<file path="config.mk">
export PLATFORM = sky130hd
export DESIGN_NAME = wake_ctl
export DESIGN_NICKNAME = d
export VERILOG_FILES = /design/src/rtl/wake_pkg.sv /design/src/rtl/wake_filt.sv /design/src/rtl/wake_evt.sv /design/src/rtl/wake_hold.sv /design/src/rtl/wake_ctl.sv
export SDC_FILE = /design/constraint.sdc
export NUM_CORES = 1
export LEC_CHECK = 0
export BUFFER_PORTS_ARGS = -buffer_cell sky130_fd_sc_hd__buf_2
export CAP_MARGIN = 10
export CELL_PAD_IN_SITES_DETAIL_PLACEMENT = 0
export CELL_PAD_IN_SITES_GLOBAL_PLACEMENT = 1
export CORE_UTILIZATION = 42
export CTS_CLUSTER_SIZE = 30
export DETAILED_ROUTE_END_ITERATION = 10
export PLACE_DENSITY_LB_ADDON = 0.08
export SETUP_SLACK_MARGIN = 0.05
export SLEW_MARGIN = 20
export SYNTH_ARGS = -nofsm -noshare
export SYNTH_HDL_FRONTEND = slang
export SYNTH_SLANG_ARGS = --single-unit
</file>
<file path="constraint.sdc">
create_clock -name clk -period 2.5 [get_ports clk]
set_clock_uncertainty 0.1 [all_clocks]
set_input_delay 0.125 -clock clk [delete_from_list [all_inputs] [get_ports clk]]
set_output_delay 0.125 -clock clk [all_outputs]
set_load 0.02 [all_outputs]
</file>
<file path="src/rtl/wake_pkg.sv">
package wake_pkg;

    typedef enum logic [3:0] {
        A_STAT  = 4'd0,
        A_CTRL  = 4'd1,
        A_INEN  = 4'd2,
        A_LEN   = 4'd3,
        A_LRST  = 4'd4,
        A_POL   = 4'd5,
        A_RISE  = 4'd6,
        A_FALL  = 4'd7,
        A_BEDGE = 4'd8,
        A_HOLD  = 4'd9
    } reg_addr_e;

    typedef struct packed {
        logic filt_byp;
        logic src_fw;
        logic fw_val;
    } ctrl_t;

    localparam int ST_OVR  = 8;
    localparam int ST_OUT  = 9;
    localparam int ST_WEEK = 16;
    localparam int ST_RTC  = 17;

    function automatic logic apply_pol(input logic lvl, input logic act_hi);
        return act_hi ? lvl : ~lvl;
    endfunction

endpackage

</file>
<file path="src/rtl/wake_filt.sv">
module wake_filt #(
    parameter int LEN = 3
) (
    input  logic clk,
    input  logic rst,
    input  logic tick,
    input  logic bypass,
    input  logic raw,
    output logic cond
);
    localparam int CW = (LEN > 2) ? $clog2(LEN) : 1;

    logic [CW-1:0] cnt;
    logic          filt;

    always_ff @(posedge clk) begin
        if (rst) begin
            filt <= 1'b0;
            cnt  <= '0;
        end else if (tick) begin
            if (raw == filt) begin
                cnt <= '0;
            end else if (cnt == CW'(LEN - 1)) begin
                filt <= raw;
                cnt  <= '0;
            end else begin
                cnt <= cnt + 1'b1;
            end
        end
    end

    assign cond = bypass ? raw : filt;
endmodule

</file>
<file path="src/rtl/wake_evt.sv">
module wake_evt #(
    parameter int N = 7
) (
    input  logic         clk,
    input  logic         rst,
    input  logic [N-1:0] qual,
    input  logic [N-1:0] edge_gate,
    input  logic [N-1:0] latch_en,
    input  logic [N-1:0] lat_clr,
    input  logic [N-1:0] rise_clr,
    input  logic [N-1:0] fall_clr,
    output logic [N-1:0] rise_sts,
    output logic [N-1:0] fall_sts,
    output logic [N-1:0] latched
);
    logic [N-1:0] prev;

    always_ff @(posedge clk) begin
        if (rst) begin
            prev     <= '0;
            rise_sts <= '0;
            fall_sts <= '0;
            latched  <= '0;
        end else begin
            prev     <= qual;
            rise_sts <= (rise_sts & ~rise_clr) | (qual & ~prev & edge_gate);
            fall_sts <= (fall_sts & ~fall_clr) | (~qual & prev & edge_gate);
            latched  <= (latched | (qual & latch_en)) & ~lat_clr;
        end
    end
endmodule

</file>
<file path="src/rtl/wake_hold.sv">
module wake_hold #(
    parameter int CW  = 8,
    parameter int DIV = 125
) (
    input  logic          clk,
    input  logic          rst,
    input  logic          tick,
    input  logic          load,
    input  logic [CW-1:0] load_val,
    output logic [CW-1:0] count,
    output logic          zero
);
    localparam int PW = $clog2(DIV);

    logic [PW-1:0] pre;

    always_ff @(posedge clk) begin
        if (rst) begin
            count <= '0;
            pre   <= '0;
        end else if (load) begin
            count <= load_val;
            pre   <= '0;
        end else if (tick && count != '0) begin
            if (pre == PW'(DIV - 1)) begin
                pre   <= '0;
                count <= count - 1'b1;
            end else begin
                pre <= pre + 1'b1;
            end
        end
    end

    assign zero = (count == '0);
endmodule

</file>
<file path="src/rtl/wake_ctl.sv">
module wake_ctl
    import wake_pkg::*;
#(
    parameter int N_IN     = 7,
    parameter int FILT_LEN = 3,
    parameter int HOLD_W   = 8,
    parameter int HOLD_DIV = 125
) (
    input  logic            clk,
    input  logic            rst,
    input  logic            tick_ms,
    input  logic            core_on,
    input  logic [N_IN-1:0] wake_in,
    input  logic            ovr_in,
    input  logic            week_alarm,
    input  logic            rtc_alarm,
    input  logic            reg_wr,
    input  logic [3:0]      reg_addr,
    input  logic [31:0]     reg_wdata,
    output logic [31:0]     reg_rdata,
    output logic            pwr_en
);
    localparam logic [N_IN-1:0] ALL1 = '1;

    ctrl_t           ctrl;
    logic [N_IN-1:0] in_en, latch_en, pol, bedge;
    logic [N_IN-1:0] cond, qual, st, gate;
    logic [N_IN-1:0] rise_sts, fall_sts, latched;
    logic [N_IN-1:0] lat_clr, rise_clr, fall_clr;
    logic [N_IN-1:0] wd;
    logic [HOLD_W-1:0] hold_cnt;
    logic            hold_zero, out_req, pwr_q;
    logic [31:0]     status;
    logic            wdata_unused;

    assign wd           = reg_wdata[N_IN-1:0];
    assign wdata_unused = ^reg_wdata[31:N_IN];

    genvar gi;
    generate
        for (gi = 0; gi < N_IN; gi++) begin : g_in
            wake_filt #(.LEN(FILT_LEN)) u_filt (
                .clk    (clk),
                .rst    (rst),
                .tick   (tick_ms),
                .bypass (ctrl.filt_byp),
                .raw    (wake_in[gi]),
                .cond   (cond[gi])
            );
            assign qual[gi] = apply_pol(cond[gi], pol[gi]) & in_en[gi];
        end
    endgenerate

    assign gate     = in_en & (core_on ? ALL1 : bedge);
    assign lat_clr  = (reg_wr && reg_addr == A_LRST) ? wd : '0;
    assign rise_clr = (reg_wr && reg_addr == A_RISE) ? wd : '0;
    assign fall_clr = (reg_wr && reg_addr == A_FALL) ? wd : '0;

    wake_evt #(.N(N_IN)) u_evt (
        .clk       (clk),
        .rst       (rst),
        .qual      (qual),
        .edge_gate (gate),
        .latch_en  (latch_en),
        .lat_clr   (lat_clr),
        .rise_clr  (rise_clr),
        .fall_clr  (fall_clr),
        .rise_sts  (rise_sts),
        .fall_sts  (fall_sts),
        .latched   (latched)
    );

    wake_hold #(.CW(HOLD_W), .DIV(HOLD_DIV)) u_hold (
        .clk      (clk),
        .rst      (rst),
        .tick     (tick_ms),
        .load     (reg_wr && reg_addr == A_HOLD),
        .load_val (reg_wdata[HOLD_W-1:0]),
        .count    (hold_cnt),
        .zero     (hold_zero)
    );

    assign st      = (latch_en & latched) | (~latch_en & qual);
    assign out_req = ctrl.src_fw ? ctrl.fw_val : (|st);

    always_ff @(posedge clk) begin
        if (rst) begin
            ctrl     <= '0;
            in_en    <= '0;
            latch_en <= '0;
            pol      <= ALL1;
            bedge    <= '0;
            pwr_q    <= 1'b0;
        end else begin
            pwr_q <= out_req & hold_zero;
            if (reg_wr) begin
                case (reg_addr)
                    A_CTRL:  ctrl     <= ctrl_t'(reg_wdata[2:0]);
                    A_INEN:  in_en    <= wd;
                    A_LEN:   latch_en <= wd;
                    A_POL:   pol      <= wd;
                    A_BEDGE: bedge    <= wd;
                    default: ;
                endcase
            end
        end
    end

    assign pwr_en = pwr_q;

    always_comb begin
        status               = '0;
        status[N_IN-1:0]     = st;
        status[ST_OVR]       = ovr_in;
        status[ST_OUT]       = pwr_q;
        status[ST_WEEK]      = week_alarm;
        status[ST_RTC]       = rtc_alarm;
    end

    always_comb begin
        case (reg_addr)
            A_STAT:  reg_rdata = status;
            A_CTRL:  reg_rdata = 32'(ctrl);
            A_INEN:  reg_rdata = 32'(in_en);
            A_LEN:   reg_rdata = 32'(latch_en);
            A_POL:   reg_rdata = 32'(pol);
            A_RISE:  reg_rdata = 32'(rise_sts);
            A_FALL:  reg_rdata = 32'(fall_sts);
            A_BEDGE: reg_rdata = 32'(bedge);
            A_HOLD:  reg_rdata = 32'(hold_cnt);
            default: reg_rdata = '0;
        endcase
    end
endmodule

</file>
==> results of run 1 <==
-- repair_timing --
item	4_1_cts	5_1_grt
resized for setup	3	1
setup endpoints to repair	3	1
hold buffers	11	0
endpoints found under the hold margin	11	0
buffers inserted	0	0
-- final timing paths --
path | to | cells past startpoint
max reg2reg | u_hold.pre[2] | 5
min | u_evt.latched[0] | 2
min reg2reg | u_evt.rise_sts[0] | 2
max | reg_rdata[2] | 6
-- state kept, by name, summed over array words and instances, names as in the netlist --
signal	cells
u_evt.rise_sts	7
latch_en	7
bedge	7
u_evt.fall_sts	7
u_evt.latched	7
pol	7
u_evt.prev	7
in_en	7
pwr_en	1
g_in.u_filt.cnt	14
u_hold.pre	7
ctrl	3
g_in.u_filt.filt	7
u_hold.count	8
-- kinds of logic (layout without fill, tap and decap cells) --
group,count (synthesis),in the layout
DFF,96,96
buffers and inverters,65,90
AOI/OAI and AO/OA,115,115
muxes,46,46
other,1,20
adders and majority gates,4,4
xor gates and xnor gates,25,25
and+or+nand+nor,237,237
-- metrics by stage --
step | power, W | instance area, um2 | utilization (%)
finish | 0.00322 | 5670 | 49.4
detailed placement | 0.00191 | 5260 | 45.9
global route | 0.00336 | 5670 | 49.4
floorplan | 0.00184 | 5050 | -
global placement | 0.00191 | 5260 | 45.9
CTS | 0.00327 | 5670 | 49.4
-- layer usage --
| layer | vias to the layer above | wire (um) |
|---|---|---|
| met4 | 0 | 275 |
| met5 | - | 0 |
| met1 | 2037 | 6050 |
| met2 | 113 | 6040 |
| li1 | 2123 | - |
| met3 | 20 | 634 |
-- cell usage in the layout (no fill, tap or decap), drive strengths merged, types with 13 or more instances in the layout --
master   n
a211oi  14
a21oi   27
and2    13
buf     55
clkbuf  13
conb    20
dfxtp   96
mux2i   41
nand2   47
nand3   16
nor2    92
nor2b   28
o21ai   13
xnor2   18
-- final cells by class --
class | instances | area (um2)
sequential | 96 | 1920
multi-input combinational | 447 | 2820
inverter | 8 | 30.0
clock buffer | 13 | 270
tap | 143 | 179
fill | 1101 | 5800
clock inverter | 3 | 15.0
timing repair buffer | 66 | 438
-- worst reg2reg max path, delay by kind of cell, from the launching register on --
| family | cells | cell delay, ns |
|---|---|---|
| DFF | 1 | 0.37 |
| and+or+nand+nor | 5 | 1.70 |
-- where the power goes --
part / internal [W] / leakage [nW] / total [W] / switching, W
clock network: 0.000751 / 0.145 / 0.00133 / 0.000577
registers: 0.00155 / 0.776 / 0.00157 / 0.0000226
logic: 0.000111 / 1.31 / 0.000319 / 0.000207
==> out/metrics.csv, run 1 <==
metric,value,unit
cell with the most instances after synthesis,dfxtp_1,
Setup crit end kind,output port,
post-synthesis xor/xnor area fraction,4.40,%
Final Max Slew Viols,0,
clk root buf,clkbuf_16,
placed cell count,749,
WHS,0.0109,ns
Compound-Gate Fraction of Synth Area,16.5,%
M1 GR Usage,28.8,%
Final Cycle Share,95.0,%
slowest CP cell,dfxtp_2,
Syn Area/Cell,8.45,um2
main combinational cell family by area after synthesis,simple AND/OR/NAND/NOR gates,
Pleak,2.23,nW
initial antenna violation count,0,
Post-synth EDFFs,0,
Slew @ Worst Pin,0.572,ns
Die Area,0.0123,mm2
count of warnings emitted by yosys,0,
first-pass GRT wire length,21.1,mm
Iter 0 DRT Violations,191,
Max Freq,421,MHz
crit path time final,2.38,ns
GRT Max-Usage Layer,met2,
routed vias/inst,5.53,
critical path arrival,2.15,ns
Max Cap Viol,0,
Simple-Gate Fraction of Synth Area,23.0,%
Detail Placement HPWL,8.92,mm
NumNets Final,683,
top cell type's share of synthesized area,38.6,%
met2 usage,35.4,%
drc violations,0,
Die Y,111,um
Sum Neg Setup Slack,0,ns
Routed Antenna Nets,0,
Finished Layout Cells,776,
crit path cell chain,buf_4 -> mux2i_1 -> xor2_1 -> a22o_1 -> a221o_1 -> buf_2,
vias in the first global route,3969,
Syn Std Cell Area,0.00498,mm2
port buffer count,39,
Final Hold Fails,0,
post-synthesis mux area share,9.83,%
routability cong.,0.785,
Synth async-reset ratio,0,%
crit path launch type,flop,
clk_lat worst skew,0.35,ns
Ant. Diodes,0,
GRT Residual Overflow,0,
layout cell share with drive strength beyond 1,13.0,%
largest net degree at the start of global routing,91,
Buf/Inv on CP,2,
TritonCTS clock tree,yes,
core area,0.0115,mm2
WL per Instance,16.7,um
Crit. Startpoint,ctrl[2],
Via Count,4293,
top area cells in the synthesized netlist,"dfxtp_1, mux2i_1, nor2_1",
setup ws final,0.125,ns
WL final,13.0,mm
DRT Pass-1 Iters,7,
reg2reg setup slack,0.27,ns
CP required,2.28,ns
CTS buffer count,9,
Sink Count,96,
fraction of the yosys area taken by sequential cells,38.6,%
Synth Flop Type,dfxtp_1,
clk buf depth,2,
VDD IR-drop max,497,uV
post-synth cell types,51,
Setup-failing EPs final,0,
Place WS,0.205,ns
CTS H-Tree Depth,3,
CP max FO,5,
Synth Instances,589,
WS Path Type,reg -> out,
commonest cells in the netlist,"dfxtp_1, nor2_1, nand2_1",
die width,111,um
Pwr Density,568,mW/mm2
adder-cell share of the synthesized area,1.01,%
IO Pins,84,
initial core utilization,43.4,%
status,"complete, no violations",
max_slew headroom,61.7,%
GR Util met3,5.74,%
RSZ-0062 raised after global routing,no,
cell accounting for the most synthesized area,dfxtp_1,
R2R Path Start,u_hold.count[2],
"CTS clk-pin slew, worst paths",0.06,ns
Area Overhead vs Synth,14.0,%
FP Rows,39,
All-Layer GR Usage,22.0,%
Hold Crit Class,in -> reg,
CP max stage delay,0.40,ns
hold_sp,reg_wdata[0],
crit-path leading delay family,compound AO/OA/AOI/OAI gates,
"flops & latches, synth",96,
No activity file was read; power rests on OpenSTA's default activity.
==> run 2, diff against run 1 <==
- CORE_UTILIZATION: 42 -> 43
- CTS_CLUSTER_DIAMETER: not set -> 30
- SYNTH_HIERARCHICAL: not set -> 1
==> run 2 against run 1 <==
  * Power grew 0.91%
  * Cell count grew 7.3%
  * Design area grew 7.8%
  * Critical path type unchanged
==> out/metrics.csv, run 2 <==
metric,value,unit,change
VDD IR-drop max,244,uV,-51%
Storage cell area,0.00192,mm2,unchanged
Buf/Inv on CP,1,,-1
WL per Instance,17.3,um,+3.5%
drc violations,0,,unchanged
reg2reg setup slack,0.28,ns,about the same
initial core utilization,44.7,%,+1.3 points
Pwr Density,531,mW/mm2,-6.4%
Place WS,0.296,ns,+0.0903 ns
"CTS clk-pin slew, worst paths",0.07,ns,about the same
met2 usage,36.8,%,+1.4 points
Post-CTS Setup Inserts,0,,unchanged
top area cells in the synthesized netlist,"dfxtp_1, mux2i_1, nand3b_1",,
CP required,2.28,ns,about the same
clk_lat worst skew,0.35,ns,about the same
post-synth cell types,66,,+29%
DRT Pass-1 Iters,5,,-2
CTS H-Tree Depth,3,,unchanged
Max Freq,425,MHz,+1.0%
most frequent cells in the layout,"dfxtp_1, nand2_1, a21oi_1, buf_2, and2_1",,
R2R Path Start,u_hold/count[2],,
Hold Crit Class,in -> reg,,
crit-path leading delay family,flip-flops,,
cell with the most instances after synthesis,dfxtp_1,,
GR Util met3,2.75,%,-3.0 points
Synth Instances,609,,+3.4%
"most common cell after layout, fill and taps aside",dfxtp_1,,
vias in the first global route,4232,,+6.6%
Syn Area/Cell,8.93,um2,+5.7%
Pleak,2.35,nW,+5.5%
first-pass GRT wire length,23.0,mm,+9.1%
Largest register FFs,14,,unchanged
r2r endpoint,u_hold/count[7],,
placed cell count,808,,+7.9%
CP max FO,9,,+4
routability cong.,0.846,,+7.7%
Worst Hold Depth,3,,+1
fillers,1175,,+6.7%
port buffer count,39,,unchanged
post-route cell area,0.00611,mm2,+7.8%
Detail Placement HPWL,10.2,mm,+15%
Slew @ Worst Pin,0.827,ns,+0.254 ns
Die Y,114,um,+3.3%
GRT Max-Usage Layer,met2,,
status,"complete, no violations",,
Via Count,4567,,+6.4%
setup ws final,0.149,ns,+0.0244 ns
biggest regs,"g_in.u_filt/cnt (14), u_hold/count (8)",,
Area Overhead vs Synth,12.4,%,
Biggest register,g_in.u_filt/cnt,,
Sink Count,96,,unchanged
Final Max Slew Viols,0,,unchanged
Setup-failing EPs final,0,,unchanged
All-Layer GR Usage,23.1,%,+1.0 points
commonest cells in the netlist,"dfxtp_1, nand2_1, a21oi_1",,
r2r worst-path depth,4,,-1
Routed Antenna Nets,0,,unchanged
cell accounting for the most synthesized area,dfxtp_1,,
slowest CP cell,dfxtp_2,,
Max Cap Viol,0,,unchanged
Iter 0 DRT Violations,311,,+63%
Ant. Diodes,0,,unchanged
FP Rows,40,,+2.6%
NumNets Final,715,,+4.7%
GRT Residual Overflow,0,,unchanged
Setup crit end kind,output port,,
crit path launch type,flop,,
core area,0.0122,mm2,+6.1%
RSZ-0062 raised after global routing,no,,
Post-synth EDFFs,0,,unchanged
critical path arrival,2.13,ns,-0.02 ns
hold_sp,reg_wdata[2],,
crit path time final,2.35,ns,-0.0244 ns
Final Hold Fails,0,,unchanged
CTS buffer count,9,,unchanged
area of the multi-input gates,0.00322,mm2,+14%
TritonCTS clock tree,yes,,
M1 GR Usage,32.2,%,+3.4 points
Synth async-reset ratio,0,%,unchanged
count of warnings emitted by yosys,6,,+6
Final Cycle Share,94.0,%,-0.98 points
Syn Std Cell Area,0.00544,mm2,+9.3%
routed vias/inst,5.48,,-0.90%
top cell type's share of synthesized area,35.3,%,-3.3 points
layout cell share with drive strength beyond 1,17.9,%,+4.9 points
Sum Neg Setup Slack,0,ns,unchanged
Finished Layout Cells,833,,+7.3%
crit path cell chain,mux2_2 -> xnor2_1 -> a22oi_1 -> o221ai_1 -> buf_2,,
CP max stage delay,0.47,ns,+0.07 ns
WS Path Type,reg -> out,,
max_slew headroom,44.9,%,-17 points
"flops & latches, synth",96,,unchanged
fraction of the yosys area taken by sequential cells,35.3,%,-3.3 points
Worst Hold Path EP,ctrl[2],,
Synth Flop Type,dfxtp_1,,
clk buf depth,2,,unchanged
Placed Area,0.00574,mm2,+9.0%
IO Pins,84,,unchanged
WL final,14.4,mm,+11%
clk root buf,clkbuf_16,,
initial antenna violation count,0,,unchanged
largest net degree at the start of global routing,88,,-3.3%
Die Area,0.0131,mm2,+6.7%
die width,114,um,+3.3%
==> run 2: changes by cell type after synthesis, moves of 13 or more <==
cell | previous run | this run
a211oi_1 | 14 | 0
a21oi_1 | 27 | 40
nor2_1 | 91 | 30
nand2b_1 | 3 | 30
nand3b_1 | 4 | 31
and2_1 | 13 | 32
clkbuf_1 | 29 | 8
mux2i_1 | 41 | 24
==> run 2: worst reg2reg max path, cell delays in order (launching register included) <==
cell and delay (ns):
dfxtp_1 0.37, or4_1 0.56, or4_1 0.43, or4_1 0.41, a311oi_1 0.25
==> run 2: area by class of cell <==
type / count / share of cell area (%)
repair buffers: 67 / 7.04
clock inverters: 6 / 0.737
clock buffers: 10 / 3.91
inverters: 13 / 0.798
well taps: 168 / 3.44
multi-input cells: 473 / 52.6
flip-flops and latches: 96 / 31.5
==> run 2: metrics by stage <==
stage	util, %	hold slack, ns	power (W)
4_1_cts	50.3	0.0133	0.00328
6_report	50.3	0.0112	0.00325
3_3_place_gp	47.2	0.313	0.00193
2_1_floorplan	-	0.125	0.00184
5_1_grt	50.3	0.0214	0.00337
3_5_place_dp	47.2	0.324	0.00194
==> run 2: what timing repair did <==
item | CTS | global route
gates resized for setup | 1 | 0
endpoints found under the setup margin | 6 | 0
hold endpoints to repair | 10 | 0
hold buffers | 9 | 0
==> run 2: worst max-delay path by stage <==
| stage | slack [ns] | cells after the start | startpoint | to |
|---|---|---|---|---|
| after floorplan | 0.29 | 5 | u_hold/count[2] | u_hold/count[7] |
| after global placement | 0.33 | 4 | u_hold/count[2] | u_hold/count[7] |
| after detailed placement | 0.30 | 4 | u_hold/count[2] | u_hold/count[7] |
| after CTS | 0.14 | 6 | ctrl[2] | reg_rdata[1] |
| after global routing | 0.05 | 6 | ctrl[2] | reg_rdata[2] |
| final | 0.15 | 5 | ctrl[2] | reg_rdata[5] |
==> run 2: layer usage <==
layer / vias to the layer above / part of all wire, %
li1: 2284 / -
met5: - / 0
met3: 13 / 3.3
met4: 0 / 1.4
met1: 2180 / 49
met2: 90 / 46
==> run 2: power breakdown <==
part	total [W]	switching, W	internal, W
combinational	0.000341	0.000219	0.000123
clock	0.00134	0.000632	0.000703
sequential	0.00157	0.0000225	0.00155
==> run 2: kinds of logic (layout without fill, tap and decap cells) <==
| group | count (synthesis) | after routing | synth area share (%) |
|---|---|---|---|
| simple gates | 273 | 273 | 30.7 |
| mux | 39 | 39 | 7.80 |
| fa+ha+maj | 4 | 4 | 0.920 |
| xor+xnor | 16 | 16 | 2.58 |
| flops | 96 | 96 | 35.3 |
| other cells | 1 | 20 | 0.0689 |
| compound gates | 121 | 121 | 15.8 |
| buf+inv | 59 | 96 | 6.83 |
